--- src/rtl/staged_ram_ctrl.sv ---
module staged_ram_ctrl #(
  parameter int CELL_W = 8,
  parameter int ADDR_W = 8
) (
  input  logic              clk,
  input  logic              rst_n,
  input  logic              addr_ld,
  input  logic [ADDR_W-1:0] addr_d,
  input  logic              data_ld,
  input  logic [CELL_W-1:0] data_d,
  input  logic              start,
  input  logic              store,
  output logic              busy,
  output logic              done,
  output logic [ADDR_W-1:0] addr_q,
  output logic [CELL_W-1:0] data_q
);
  localparam int DEPTH = 1 << ADDR_W;

  typedef enum logic [1:0] {S_IDLE, S_DEC, S_XFER, S_FIN} st_t;

  st_t               st;
  logic              op_wr;
  logic [ADDR_W-1:0] hold_addr;
  logic [CELL_W-1:0] hold_data;
  logic [ADDR_W-1:0] row;
  logic [CELL_W-1:0] cells [DEPTH];

  logic idle;
  logic wr_en;

  assign idle   = (st == S_IDLE);
  assign wr_en  = (st == S_XFER) && op_wr;
  assign busy   = !idle;
  assign done   = (st == S_FIN);
  assign addr_q = hold_addr;
  assign data_q = hold_data;

  always_ff @(posedge clk or negedge rst_n) begin
    if (!rst_n) begin
      st        <= S_IDLE;
      op_wr     <= 1'b0;
      hold_addr <= '0;
      hold_data <= '0;
      row       <= '0;
    end else begin
      case (st)
        S_IDLE: begin
          if (addr_ld) hold_addr <= addr_d;
          if (data_ld) hold_data <= data_d;
          if (start) begin
            op_wr <= store;
            st    <= S_DEC;
          end
        end
        S_DEC: begin
          row <= hold_addr;
          st  <= S_XFER;
        end
        S_XFER: begin
          if (!op_wr) hold_data <= cells[row];
          st <= S_FIN;
        end
        default: st <= S_IDLE;
      endcase
    end
  end

  always_ff @(posedge clk) begin
    if (wr_en) cells[row] <= hold_data;
  end
endmodule


--- config.mk ---
export PLATFORM = sky130hd
export DESIGN_NAME = staged_ram_ctrl
export DESIGN_NICKNAME = d
export VERILOG_FILES = /design/src/rtl/staged_ram_ctrl.sv
export SDC_FILE = /design/constraint.sdc
export NUM_CORES = 2
export LEC_CHECK = 0
export CAP_MARGIN = 10
export CORE_MARGIN = 1.5
export CORE_UTILIZATION = 40
export CTS_CLUSTER_DIAMETER = 30
export DETAILED_ROUTE_END_ITERATION = 12
export SKIP_LAST_GASP = 1
export SYNTH_ARGS = -nofsm -noshare
export SYNTH_HDL_FRONTEND = slang
export SYNTH_SLANG_ARGS = --single-unit
--- constraint.sdc ---
create_clock -name clk -period 4.8 [get_ports clk]
set_input_delay 0.48 -clock clk [delete_from_list [all_inputs] [get_ports clk]]
set_output_delay 0.48 -clock clk [all_outputs]
set_load 0.01 [all_outputs]
==> run summary <==
Die Wd - 450.9 um
Sequential-to-total area share from yosys stat - 77.48%
Vias - 42.34k
Peak supply drop - 0.0006241 V
Max Clock Freq - 234.4 MHz
#FFs+latches synth - 2,075
Crit path cell chain - buf_4 -> mux4_2 -> o221ai_1 -> o2111ai_1 -> or4_1 -> a2111oi_2 -> o32ai_1
Number of synthesized flops with an enable pin - 2,048
Final hold viol count - 0
Height of the die - 450.9 um
Worst setup margin - 0.5332 ns
Pleak - 31.23 nW
Avg Synthesized Cell Area - 21.04 sq um
Logic pwr share - 23.5%
Status - completed
Final Util - 49.46%
Total gr overflow - 0
CTS Sinks - 2,075
Placed Instance Area - 0.08500 sq mm
Minimum clock period - 4.267 ns
Cell taking the most area after synthesis - edfxtp_1
Clk slew on worst S/H paths - 0.05 ns
Area Growth Syn to Fin - 22.93%
CTS buffer count - 399
Critical Path Source Type - register
Setup violations, final - 0
Async S/R FF share, synth - 1.301%
Avg WL per Cell - 30.78 um
Distinct cells, synth - 65
Detailed Routing Iterations Pass 1 - 6
Largest delay share family, worst path - compound AO/OA/AOI/OAI gates
Top-area cell type share of the netlist area - 76.63%
Clk Latency, worst-skew pair - 0.99 ns
Resized Gates After CTS - 0
Row count - 164
Placed instance count - 6,537
Ys Warns - 0
RSZ-0062 raised after global routing - false
Arr. time, crit path - 5.00 ns
Post-Syn Nets - 3,841
Setup_tns - 0 ns
Synth top area cells - edfxtp_1, mux4_2, nor2_1
GPL Wtd Cong - 0.9306
Min-Delay Path Class - primary input to register
Max Buffers Root-to-Sink - 4
Overall Global Routing Usage - 21.94%
R2R Setup Slk - 0.53 ns
Final wirelength - 223,600 um
Htree depth - 5
Top FF cell, synth - edfxtp_1
Kind of critical path - register to register
Avg Vias per Cell - 5.828
Final Skew - 0.09923 ns
Worst slew margin - 14.13%
Root Buffer - clkbuf_16
Post-DRT Antenna Nets - 0
Layout Cells excl Fill - 7,264
Ports - 40
Critical Path Sink Type - register
Largest net degree at the start of global routing - 165
Fin area - 0.09865 sq mm
P_sw - 20.19 mW
Core Box Area - 0.1995 sq mm
Input/output buffers - 39
Slowest cell on crit path - dfrtp_4
Slowest stage delay, CP - 0.77 ns
Starting Density - 40.24%
Die Area - 0.2033 sq mm
Internal - 46.45 mW
Max Cap Viol - 0
Number of global-route vias before repair - 42.65k
Clock group share of total power - 42.0%
Hold-fix buffers, CTS - 1
Req. time, crit path - 5.53 ns
Initial DRC count - 5,642
Final period utilization - 88.89%
Least-Margin Pin Slew - 1.278 ns
Hold endpoint - addr_q[0]$_DFFE_PN0P_
Initial antenna violation count - 8
Hold Path Stages - 2
DRC Markers - 0
Power density cells - 675.5 mW/mm^2
CTS tree - built
Switching Share - 30.30%
First-pass GRT wire length - 318,800 um
Slew Limit Fails - 0
Reg2reg start - row[1]$_DFFE_PN0P_
Flop pwr share - 34.5%
Layout cell share with drive strength beyond 1 - 30.81%
Worst slack at placement - 0.8328 ns
CP max FO - 24
Crit path buffers/inverters - 1
FF-to-FF path depth - 7
Crit path from - row[1]$_DFFE_PN0P_
Detail Placement HPWL - 140,800 um
Nets@finish - 4,311
Hold Startpoint - addr_d[0]
Cells after synthesis - 3,815
Synth Cell Area - 0.08025 sq mm
R2r endpoint - data_q[3]$_DFFE_PN0P_
Setup Buffers After CTS - 0
-- flip-flops by register name, indices dropped and copies added, names as in the netlist --
register / flops
cells: 2048
addr_q: 8
data_q: 8
row: 8
st: 2
op_wr: 1
-- cell usage after synthesis, types with 3 or more instances --
library cell  instances
o22ai_1              94
mux2i_1              85
buf_4                35
dfrtp_1              27
and3_1                6
buf_1                13
a311o_1               3
nor4_1               13
buf_6                11
mux2_2               24
o221ai_1              9
or2_2                 4
nand4_1              19
a21oi_1              27
o32ai_1               5
a32o_1                4
nand2_1             109
buf_2                77
edfxtp_1           2048
a22o_1                6
mux4_2              479
a211oi_1             14
o211ai_1              5
clkbuf_1             93
o21ai_0              21
inv_1                 5
nor2b_1              21
nand2b_1             12
nor3_1               76
a2111oi_0             3
a311oi_1              3
ha_1                  4
nor2_1              284
nand4b_1              6
a22oi_1              84
o22a_1                5
a221oi_1             11
and2_1                8
a31oi_1               4
nand3_1              21
and4b_1               3
-- cells in the final DEF (no fill, tap or decap), drive strengths merged, types with 13 or more instances in the layout --
cell              n
nor4             13
nor3             76
nand3            21
dfrtp            27
o21ai            21
clkbuf          451
mux2             24
a211oi           14
nor2b            21
a22oi            84
nor2            284
buf             259
inv              37
o22ai            94
clkinvlp         41
nand4            19
edfxtp         2048
bufinv           60
clkdlybuf4s50    39
a21oi            27
mux4            479
nand2           109
mux2i            85
clkinv          136
-- final cells by class --
| class | count | area [sq um] |
|---|---|---|
| inverter | 6 | 22.52 |
| fill | 15950 | 100800 |
| sequential | 2075 | 62220 |
| antenna | 5 | 12.51 |
| timing repair buffer | 299 | 2600 |
| multi-input combinational | 1504 | 16880 |
| clock inverter | 268 | 3223 |
| tap | 2656 | 3323 |
| clock buffer | 451 | 10370 |
-- layer usage --
layer	vias up	global-route usage, %	routed length [um]
met5	-	0	0
met4	0	10.34	10630
met3	496	5.082	20740
met2	2346	32.26	101200
met1	22410	31.00	90990
li1	17090	-	-
-- stage by stage --
step                      hold WS, ns  power (mW)
after detailed placement       0.5318       38.90
after global routing           0.1279       68.39
final                          0.1485       66.64
after CTS                     0.09201       66.80
after global placement         0.5331       38.76
after floorplan                0.1844       32.67
-- cells by family (layout without fill, tap and decap cells) --
family,count (synthesis),count (layout),share of synthesized area [%]
buffers and inverters,236,1024,1.505
adder cells (fa/ha/maj),4,4,0.06237
other,0,5,0
AND/OR/NAND/NOR,593,593,3.310
multiplexers,588,588,14.84
AO/OA/AOI/OAI,319,319,2.808
flip-flops,2075,2075,77.48
-- worst max-delay path by stage --
stage                       endpoint  slack [ns]  cells past startpoint
3_5_place_dp   data_q[4]$_DFFE_PN0P_        0.83                      7
4_1_cts        data_q[3]$_DFFE_PN0P_        0.72                      7
5_1_grt        data_q[6]$_DFFE_PN0P_        0.48                      7
6_report       data_q[3]$_DFFE_PN0P_        0.53                      7
2_1_floorplan  data_q[3]$_DFFE_PN0P_        0.30                      4
3_3_place_gp   data_q[4]$_DFFE_PN0P_        0.78                      7
-- power by group through the flow --
stage	clock network [mW]	registers, mW	logic [mW]
4_1_cts	28.2	23.0	15.6
5_1_grt	29.1	23.0	16.3
3_5_place_dp	0	23.4	15.5
2_1_floorplan	0	24.2	8.48
6_report	28.0	23.0	15.7
3_3_place_gp	0	23.3	15.4
(Power assumes the default switching activity.)
